--- config.mk ---
export PLATFORM = sky130hd
export DESIGN_NAME = rst_seq_ctrl
export DESIGN_NICKNAME = d
export VERILOG_FILES = /design/src/rtl/rsq_pkg.sv /design/src/rtl/rsq_timer.sv /design/src/rtl/rsq_strap_drv.sv /design/src/rtl/rst_seq_ctrl.sv
export SDC_FILE = /design/constraint.sdc
export NUM_CORES = 1
export LEC_CHECK = 0
export BUFFER_PORTS_ARGS = -buffer_cell sky130_fd_sc_hd__buf_2
export CORE_ASPECT_RATIO = 0.5
export CORE_MARGIN = 2
export CORE_UTILIZATION = 45
export DETAILED_ROUTE_END_ITERATION = 16
export HOLD_SLACK_MARGIN = 0.02
export PLACE_DENSITY = 0.7
export RECOVER_POWER = 50
export SLEW_MARGIN = 20
export SYNTH_ARGS = -nofsm -noshare
export SYNTH_HDL_FRONTEND = slang
export SYNTH_SLANG_ARGS = --single-unit
--- constraint.sdc ---
create_clock -name clk -period 6 [get_ports clk]
set_clock_uncertainty 0.2 [all_clocks]
set_input_delay 0.9 -clock clk [delete_from_list [all_inputs] [get_ports clk]]
set_output_delay 0.9 -clock clk [all_outputs]
set_load 0.005 [all_outputs]
--- src/rtl/rsq_pkg.sv ---
package rsq_pkg;
  typedef enum logic [2:0] {
    ST_IDLE   = 3'd0,
    ST_PGWAIT = 3'd1,
    ST_MSWAIT = 3'd2,
    ST_SETUP  = 3'd3,
    ST_HOLD   = 3'd4,
    ST_DONE   = 3'd5
  } rsq_state_e;

  // Bus-clock cycles in one millisecond for a clock given in kHz.
  function automatic int unsigned ms_cycles(input int unsigned clk_khz);
    return clk_khz;
  endfunction

  // Limit a requested hold length to [lo, hi].
  function automatic int unsigned clamp_len(input int unsigned raw,
                                            input int unsigned lo,
                                            input int unsigned hi);
    if (raw < lo) return lo;
    if (raw > hi) return hi;
    return raw;
  endfunction

  function automatic int unsigned max2(input int unsigned a, input int unsigned b);
    return (a > b) ? a : b;
  endfunction
endpackage

--- src/rtl/rsq_timer.sv ---
module rsq_timer #(
  parameter int CW = 8
) (
  input  logic          clk,
  input  logic          arst_n,
  input  logic          load,
  input  logic [CW-1:0] load_len,
  output logic          expired
);
  logic [CW-1:0] cnt_q;

  always_ff @(posedge clk or negedge arst_n) begin
    if (!arst_n)             cnt_q <= '0;
    else if (load)           cnt_q <= load_len - CW'(1);
    else if (cnt_q != '0)    cnt_q <= cnt_q - CW'(1);
  end

  assign expired = (cnt_q == '0);


  timer_no_wrap_chk: assert property (@(posedge clk) disable iff (!arst_n)
    (!load && cnt_q == '0) |=> cnt_q == '0);
endmodule

--- src/rtl/rsq_strap_drv.sv ---
module rsq_strap_drv #(
  parameter int SW       = 8,
  parameter int HW       = 5,
  parameter int HOLD_MIN = 2,
  parameter int HOLD_MAX = 20
) (
  input  logic          clk,
  input  logic          arst_n,
  input  logic          capture,
  input  logic          drive_en,
  input  logic [SW-1:0] strap_in,
  input  logic [HW-1:0] hold_req,
  output logic [SW-1:0] strap_out,
  output logic [HW-1:0] hold_len
);
  logic [SW-1:0] strap_q;
  logic [HW-1:0] hold_q;

  always_ff @(posedge clk or negedge arst_n) begin
    if (!arst_n) begin
      strap_q <= '0;
      hold_q  <= HW'(HOLD_MIN);
    end else if (capture) begin
      strap_q <= strap_in;
      hold_q  <= HW'(rsq_pkg::clamp_len(int'(hold_req), HOLD_MIN, HOLD_MAX));
    end
  end

  assign strap_out = drive_en ? strap_q : '0;
  assign hold_len  = hold_q;


  hold_range_chk: assert property (@(posedge clk) disable iff (!arst_n)
    (int'(hold_q) >= HOLD_MIN) && (int'(hold_q) <= HOLD_MAX));

  strap_keep_chk: assert property (@(posedge clk) disable iff (!arst_n)
    (drive_en && !capture) |=> $stable(strap_q));
endmodule

--- src/rtl/rst_seq_ctrl.sv ---
module rst_seq_ctrl #(
  parameter int SW         = 8,
  parameter int HW         = 5,
  parameter int CLK_KHZ    = 100000,
  parameter int PG_LOW_CYC = 10,
  parameter int SETUP_CYC  = 4,
  parameter int HOLD_MIN   = 2,
  parameter int HOLD_MAX   = 20
) (
  input  logic          clk,
  input  logic          arst_n,
  input  logic          rails_ok,
  input  logic          clk_stable,
  input  logic          settle_waiver,
  input  logic [HW-1:0] hold_cfg,
  input  logic [SW-1:0] strap_val,
  output logic          pwr_ok,
  output logic          cpu_rst_n,
  output logic [SW-1:0] strap_out,
  output logic          strap_oe,
  output logic          seq_done
);
  import rsq_pkg::*;

  localparam int MS_CYC  = int'(ms_cycles(CLK_KHZ));
  localparam int MAX_LEN = max2(max2(MS_CYC, PG_LOW_CYC), max2(SETUP_CYC, HOLD_MAX));
  localparam int CW      = $clog2(MAX_LEN + 1);

  rsq_state_e    state_q, state_d;
  logic          t_load, t_expired, capture;
  logic [CW-1:0] t_len;
  logic [HW-1:0] hold_len;
  logic          pwr_q, rst_n_q, oe_q, done_q;

  // Named events for the assertions
  logic pg_rise_ev, rst_release_ev, hold_end_ev, abort_ev;
  assign abort_ev       = !rails_ok && (state_q != ST_IDLE);
  assign pg_rise_ev     = (state_q inside {ST_IDLE, ST_PGWAIT}) && (state_d == ST_MSWAIT);
  assign rst_release_ev = (state_q == ST_SETUP) && (state_d == ST_HOLD);
  assign hold_end_ev    = (state_q == ST_HOLD) && (state_d == ST_DONE);

  always_comb begin
    state_d = state_q;
    t_load  = 1'b0;
    t_len   = '0;
    capture = 1'b0;
    if (!rails_ok) begin
      state_d = ST_IDLE;
    end else begin
      unique case (state_q)
        ST_IDLE: begin
          if (settle_waiver) begin
            state_d = ST_MSWAIT; t_load = 1'b1; t_len = CW'(MS_CYC);
          end else if (clk_stable) begin
            state_d = ST_PGWAIT; t_load = 1'b1; t_len = CW'(PG_LOW_CYC);
          end
        end
        ST_PGWAIT: if (t_expired) begin
          state_d = ST_MSWAIT; t_load = 1'b1; t_len = CW'(MS_CYC);
        end
        ST_MSWAIT: if (t_expired) begin
          state_d = ST_SETUP; t_load = 1'b1; t_len = CW'(SETUP_CYC); capture = 1'b1;
        end
        ST_SETUP: if (t_expired) begin
          state_d = ST_HOLD; t_load = 1'b1; t_len = CW'(hold_len);
        end
        ST_HOLD: if (t_expired) state_d = ST_DONE;
        ST_DONE: state_d = ST_DONE;
        default: state_d = ST_IDLE;
      endcase
    end
  end

  always_ff @(posedge clk or negedge arst_n) begin
    if (!arst_n) begin
      state_q <= ST_IDLE;
      pwr_q   <= 1'b0;
      rst_n_q <= 1'b0;
      oe_q    <= 1'b0;
      done_q  <= 1'b0;
    end else begin
      state_q <= state_d;
      pwr_q   <= state_d inside {ST_MSWAIT, ST_SETUP, ST_HOLD, ST_DONE};
      rst_n_q <= state_d inside {ST_HOLD, ST_DONE};
      oe_q    <= state_d inside {ST_SETUP, ST_HOLD};
      done_q  <= (state_d == ST_DONE);
    end
  end

  rsq_timer #(.CW(CW)) u_timer (
    .clk      (clk),
    .arst_n   (arst_n),
    .load     (t_load),
    .load_len (t_len),
    .expired  (t_expired)
  );

  rsq_strap_drv #(.SW(SW), .HW(HW), .HOLD_MIN(HOLD_MIN), .HOLD_MAX(HOLD_MAX)) u_strap (
    .clk       (clk),
    .arst_n    (arst_n),
    .capture   (capture),
    .drive_en  (oe_q),
    .strap_in  (strap_val),
    .hold_req  (hold_cfg),
    .strap_out (strap_out),
    .hold_len  (hold_len)
  );

  assign pwr_ok    = pwr_q;
  assign cpu_rst_n = rst_n_q;
  assign strap_oe  = oe_q;
  assign seq_done  = done_q;

  // Verification aid: consecutive cycles with straps driven under reset
  logic [3:0] setup_run_q;
  always_ff @(posedge clk or negedge arst_n) begin
    if (!arst_n)                               setup_run_q <= '0;
    else if (oe_q && !rst_n_q && setup_run_q != 4'hF) setup_run_q <= setup_run_q + 4'd1;
    else if (!(oe_q && !rst_n_q))              setup_run_q <= '0;
  end


  pwr_no_drop_chk: assert property (@(posedge clk) disable iff (!arst_n)
    $fell(pwr_ok) |-> !$past(rails_ok));

  rst_needs_pg_chk: assert property (@(posedge clk) disable iff (!arst_n)
    $rose(cpu_rst_n) |-> (pwr_ok && strap_oe));

  setup_window_chk: assert property (@(posedge clk) disable iff (!arst_n)
    $rose(cpu_rst_n) |-> (int'(setup_run_q) >= SETUP_CYC));

  strap_stable_chk: assert property (@(posedge clk) disable iff (!arst_n)
    (strap_oe && $past(strap_oe)) |-> $stable(strap_out));

  done_clean_chk: assert property (@(posedge clk) disable iff (!arst_n)
    seq_done |-> (cpu_rst_n && pwr_ok && !strap_oe));

  abort_idle_chk: assert property (@(posedge clk) disable iff (!arst_n)
    abort_ev |=> (!pwr_ok && !cpu_rst_n && !strap_oe && !seq_done));

  pg_rise_once_chk: assert property (@(posedge clk) disable iff (!arst_n)
    pg_rise_ev |-> !pwr_ok);

  hold_end_chk: assert property (@(posedge clk) disable iff (!arst_n)
    hold_end_ev |-> (strap_oe && cpu_rst_n));

  release_chk: assert property (@(posedge clk) disable iff (!arst_n)
    rst_release_ev |=> cpu_rst_n);
endmodule

# Word level (Yosys, flattened, before mapping)

Index checks and enable logic that the tools add are counted.

Flip-flop bits (word level): 37
Bits in read-only memories: 0
Output and inout bits: 12
Input port bits: 18
Bits in latches: 0
Word-level logic and storage cells: 63
RAM bits: 0
Memories: 0

$add $sub $neg: 2
Bitwise gates (word level): 0
Div/mod/pow operators: 0
Eq/ne operators: 9
Mux-type cells: 34
Multiply operators: 0
Shift-type cells: 0
Reductions and logical operators: 8
$lt $le $gt $ge: 2

Operators by type and width:

| kind                  | number |
|---|---|
| $mux 17               | 5 |
| $pmux 17 s4           | 1 |
| $sub 17x1->17 const B | 2 |
| $mux 3                | 8 |
| $mux 5                | 4 |
| $pmux 3 s6            | 1 |
| $logic_not 17->1      | 1 |
| $reduce_bool 17->1    | 1 |
| $eq 3x2->1 const B    | 4 |
| $eq 3x3->1 const B    | 4 |
| $mux 1                | 11 |
| $mux 8                | 1 |
| $reduce_bool 2->1     | 3 |
| $gt 5x5->1 const B    | 1 |
| $lt 5x2->1 const B    | 1 |
| $mux 4                | 1 |
| $reduce_bool 4->1     | 1 |
| $eq 3x1->1 const B    | 1 |
| $logic_not 3->1       | 1 |
| $reduce_or 3->1       | 1 |
| $mux 2                | 1 |
| $pmux 1 s2            | 1 |

# Longest topological paths before layout

Depth in word-level cells: 9
Mapped depth: 13
Gate-level depth less buffers: 12

# By module

Synthesis repeated with hierarchy kept, for this count alone.

Cells, all modules: 236
Area, all modules: 2220.9 um2

Modules (own cells, without submodules):

| module        | area each (um2) | sequential area each (um2) | cells an instance | instances |
|---|---|---|---|---|
| rsq_timer     | 1234.9          | 425.4                      | 135               | 1 |
| rsq_strap_drv | 571.8           | 326.6                      | 48                | 1 |
| rst_seq_ctrl  | 414.1           | 175.2                      | 53                | 1 |

# Worst setup path before layout

Ideal clock, no wire load.

Kind: input to register
Start point: in rails_ok
End point: reg u_timer.cnt_q[8]
Path buffers: 1
Arrival time: 3.413 ns
Stages on the path: 12
Setup slack: 2.265 ns
Library setup time: 0.122 ns
Required time: 5.678 ns
Cell sequence: nand2b_1 > nor4_1 > a21o_2 > clkbuf_1 > nand2_1 > o21ai_0 > ha_1 > o311ai_0 > mux2_4 > nor3_4 > nand2_1 > a32o_1

Cells in the longest elaborated chain, start to end: 3
Elaborated cells on any way between the ends: 5
Classes of those cells: add/sub: 1; mux: 3; reduce/logical: 1

Ends and longest elaborated chain:

| item                 | RTL line           | text |
|---|---|---|
| start, declared      | rst_seq_ctrl.sv:12 | `input logic rails_ok,` |
| $mux 17              | rst_seq_ctrl.sv:47 | `if (!rails_ok) begin` |
| $sub 17x1->17        | rsq_timer.sv:14    | `else if (load) cnt_q <= load_len - CW'(1);` |
| $mux 17              | rsq_timer.sv:14    |  |
| end signal, assigned | rsq_timer.sv:14    |  |
| end signal, assigned | rsq_timer.sv:15    | `else if (cnt_q != '0) cnt_q <= cnt_q - CW'(1);` |
| end, declared        | rsq_timer.sv:10    | `logic [CW-1:0] cnt_q;` |

Parallel ways exist; a longest one is shown, timed or not.
A chain may end at the register's enable or synchronous reset.

# Worst setup path in the final report

Start point: reg u_timer.cnt_q[11]
End point: reg u_timer.cnt_q[8]

Cells in the longest elaborated chain, start to end: 6
Elaborated cells on any way between the ends: 13
Classes of those cells: add/sub: 1; mux: 9; reduce/logical: 3

Ends and longest elaborated chain:

| item                                 | RTL line           | text |
|---|---|---|
| $logic_not 17->1                     | rsq_timer.sv:18    | `assign expired = (cnt_q == '0);` |
| $mux 5, or another cell as far along | rst_seq_ctrl.sv:64 | `ST_SETUP: if (t_expired) begin` |
| $pmux 17 s4                          | rst_seq_ctrl.sv:50 | `unique case (state_q)` |
| $mux 17                              | rst_seq_ctrl.sv:47 |  |
| $sub 17x1->17                        | rsq_timer.sv:14    |  |
| $mux 17                              | rsq_timer.sv:14    |  |

Parallel ways exist; a longest one is shown, timed or not.

==> flow_metrics.env <==
export IMPL_status="finished, violations left"
export IMPL_violations="max-capacitance violations, max-slew violations"
export IMPL_fin_crit_ns=3.758
export IMPL_final_util_pct=54.43
export IMPL_cts_htree_levels=2
export IMPL_die_area_um2=5438
export IMPL_powerDensity_nw_per_um2=347.2
export IMPL_postRouteAntennaNets=0
export IMPL_drive_above_1_share_pct=23.39
export IMPL_critPathArrivalTime_ns=3.75
export IMPL_antenna_found_initial=0
export IMPL_cts_setup_buffers=0
export IMPL_start_util_pct=48.00
export IMPL_required_ns=5.99
export IMPL_synth_area_um2=2175
export IMPL_fin_tns_setup_ns=0
export IMPL_drtIter0Drc=87
export IMPL_tritoncts="done"
export IMPL_drcViolationCount=0
export IMPL_drv_slew=38
export IMPL_ys_warn_count=0
export IMPL_critPathCaptureType="flop"
export IMPL_hpwl_um=3402
export IMPL_grt_first_pass_wirelength_um=8086
export IMPL_grt_pass1_vias=1722
export IMPL_root_buffer="clkbuf_8"
export IMPL_track_usage_pct=19.57
export IMPL_use_met2_pct=32.24
export IMPL_slew_headroom_pct=-29.89
export IMPL_hold_viol=0
export IMPL_die_w_um=102.3
export IMPL_wl_um=4772
export IMPL_wl_per_cell_um=15.20
export IMPL_setup_worst_path_start_class="flop"
export IMPL_synth_edf_count=0
export IMPL_grt_use_met3_pct=4.227
export IMPL_core_area_um2=4531
export IMPL_yosysTopAreaCell="dfrtp_1"
export IMPL_grt_overflow=0
export IMPL_synth_top_area_share_pct=41.43
export IMPL_ys_flop_type="dfrtp_1"
export IMPL_fin_total_pwr_uw=856.1
export IMPL_worst_slew_pin_slew_ns=1.948
export IMPL_die_height_um=53.16
export IMPL_vias=1817
export IMPL_final_period_utilization_pct=62.63
export IMPL_yosysMostFrequentCell="dfrtp_1"
export IMPL_hold_path_class="flop to flop"
export IMPL_port_buffers=29
export IMPL_diodes=0
export IMPL_post_cts_resized=0
export IMPL_nNetsFinal=266
export IMPL_max_freq_ghz=0.2661
export IMPL_synth_distinct_cells=55
export IMPL_crit_type="flop to flop"
export IMPL_rsz0062_at_grt="no"
export IMPL_reg2reg_slack_ns=2.24
export IMPL_syn_to_final_growth_pct=13.41
export IMPL_cts_made_buffers=5
export IMPL_rows=17
export IMPL_worstPathMaxFanout=19
export IMPL_syn_nets=238
export IMPL_use_met1_pct=25.54
export IMPL_p_leak_uw=0.001096
export IMPL_drv_cap=1
export IMPL_clockBufferDepth=2
export IMPL_setup_viol=0
export IMPL_ys_top_cells_by_count="dfrtp_1, nor2_1, nand2_1, a21oi_1, o21ai_0"
export IMPL_first_pass_iters=4
export IMPL_gp_congestion=0.8894
export IMPL_clk_latency_ns=0.29
export IMPL_synth_area_leaders="dfrtp_1, nor2_1, mux2_2"
export IMPL_busiest_layer="met2"
export IMPL_path_clk_slew_ns=0.07
export IMPL_synthCells=219
export IMPL_cts_sink_count=37
export IMPL_async_flop_share_pct=100.0
export IMPL_vdd_drop_max_mv=0.1453
export IMPL_cts_hold_buf=0
export IMPL_num_io_pins=30
export IMPL_ys_seq_area_share_pct=42.64
export IMPL_avgSynthCellArea_um2=9.930
export IMPL_synth_seq_cells=37
export IMPL_viasPerCell=5.787
export IMPL_grt_max_degree=38
-- area by class of cell --
class                      count  area (um^2)
clock buffer                   7        86.33
clock inverter                 1        30.03
fill                         406         2064
inverter                       6        22.52
multi-input combinational    168         1176
sequential                    37        927.1
tap                           66        82.58
timing repair buffer          29        141.4
-- layer usage --
| metal | part of all wire (%) | vias up |
|---|---|---|
| met1 | 46 | 879 |
| li1 | - | 857 |
| met4 | 1.8 | 0 |
| met5 | 0 | - |
| met2 | 47 | 70 |
| met3 | 5.9 | 11 |
-- path summary, 6_finish.rpt --
kind,start,end,depth (start not counted)
worst min-delay path,u_strap.hold_len[1]$_DFFE_PN1P_,u_strap.hold_len[1]$_DFFE_PN1P_,2
worst max-delay path,u_timer.cnt_q[11]$_DFFE_PN0P_,u_timer.cnt_q[8]$_DFFE_PN0P_,10
max in group asynchronous,arst_n,u_timer.cnt_q[12]$_DFFE_PN0P_,1
worst min register to register,u_strap.hold_len[1]$_DFFE_PN1P_,u_strap.hold_len[1]$_DFFE_PN1P_,2
min in group asynchronous,arst_n,state_q[0]$_DFF_PN0_,1
worst max register to register,u_timer.cnt_q[11]$_DFFE_PN0P_,u_timer.cnt_q[8]$_DFFE_PN0P_,10
-- through the flow --
step	hold WS [ns]	setup slack [ns]	cell area, um^2	cells
2_1_floorplan	0.2460	2.265	2175	219
4_1_cts	0.3033	2.261	2470	314
6_report	0.2958	2.242	2466	314
3_3_place_gp	0.2711	2.135	2354	306
5_1_grt	0.3146	2.037	2466	314
3_5_place_dp	0.2917	1.999	2354	306
-- power breakdown --
group,total [uW],internal [uW],switching (uW)
registers,364,299,64.9
clock network,225,135,89.1
logic,268,113,155
total,856,548,309
-- registers in the layout, summed over array words and instances, names as in the netlist --
signal            cells
cpu_rst_n             1
pwr_ok                1
seq_done              1
u_timer.cnt_q        17
u_strap.strap_q       8
strap_oe              1
state_q               3
u_strap.hold_len      5
-- worst max-delay path: stages, from the launching register on --
cell	delay [ns]
dfrtp_1	0.43
or4_4	0.60
nor4_4	0.43
a21oi_2	0.34
a21oi_1	0.28
ha_1	0.23
o311ai_0	0.14
mux2_4	0.33
nor3_4	0.32
nand2_1	0.09
a32o_1	0.25
-- logic make-up after synthesis --
logic type	Yosys count	share of synthesized area (%)
flip-flops	37	42.64
XOR/XNOR	9	3.625
AND/OR/NAND/NOR	90	23.19
adder cells (fa/ha/maj)	1	0.5753
AO/OA/AOI/OAI	54	19.16
multiplexers	14	7.538
buffers and inverters	14	3.279
-- cells in the final DEF (no fill, tap or decap), types with 3 or more instances in the layout --
master / count
mux2i_1: 4
inv_1: 6
xnor2_1: 6
clkbuf_8: 6
nand2b_1: 6
nor2_1: 23
or4_4: 3
nor4_1: 3
a21o_1: 4
a211oi_1: 5
nor3_1: 5
o21ai_0: 11
or3_1: 4
mux2_2: 7
clkbuf_1: 4
xor2_1: 3
nand2_1: 17
mux2_4: 3
buf_2: 26
nand3_1: 5
and2_1: 10
dfrtp_1: 36
a21oi_1: 12
Power figures use the tool's default switching activity.
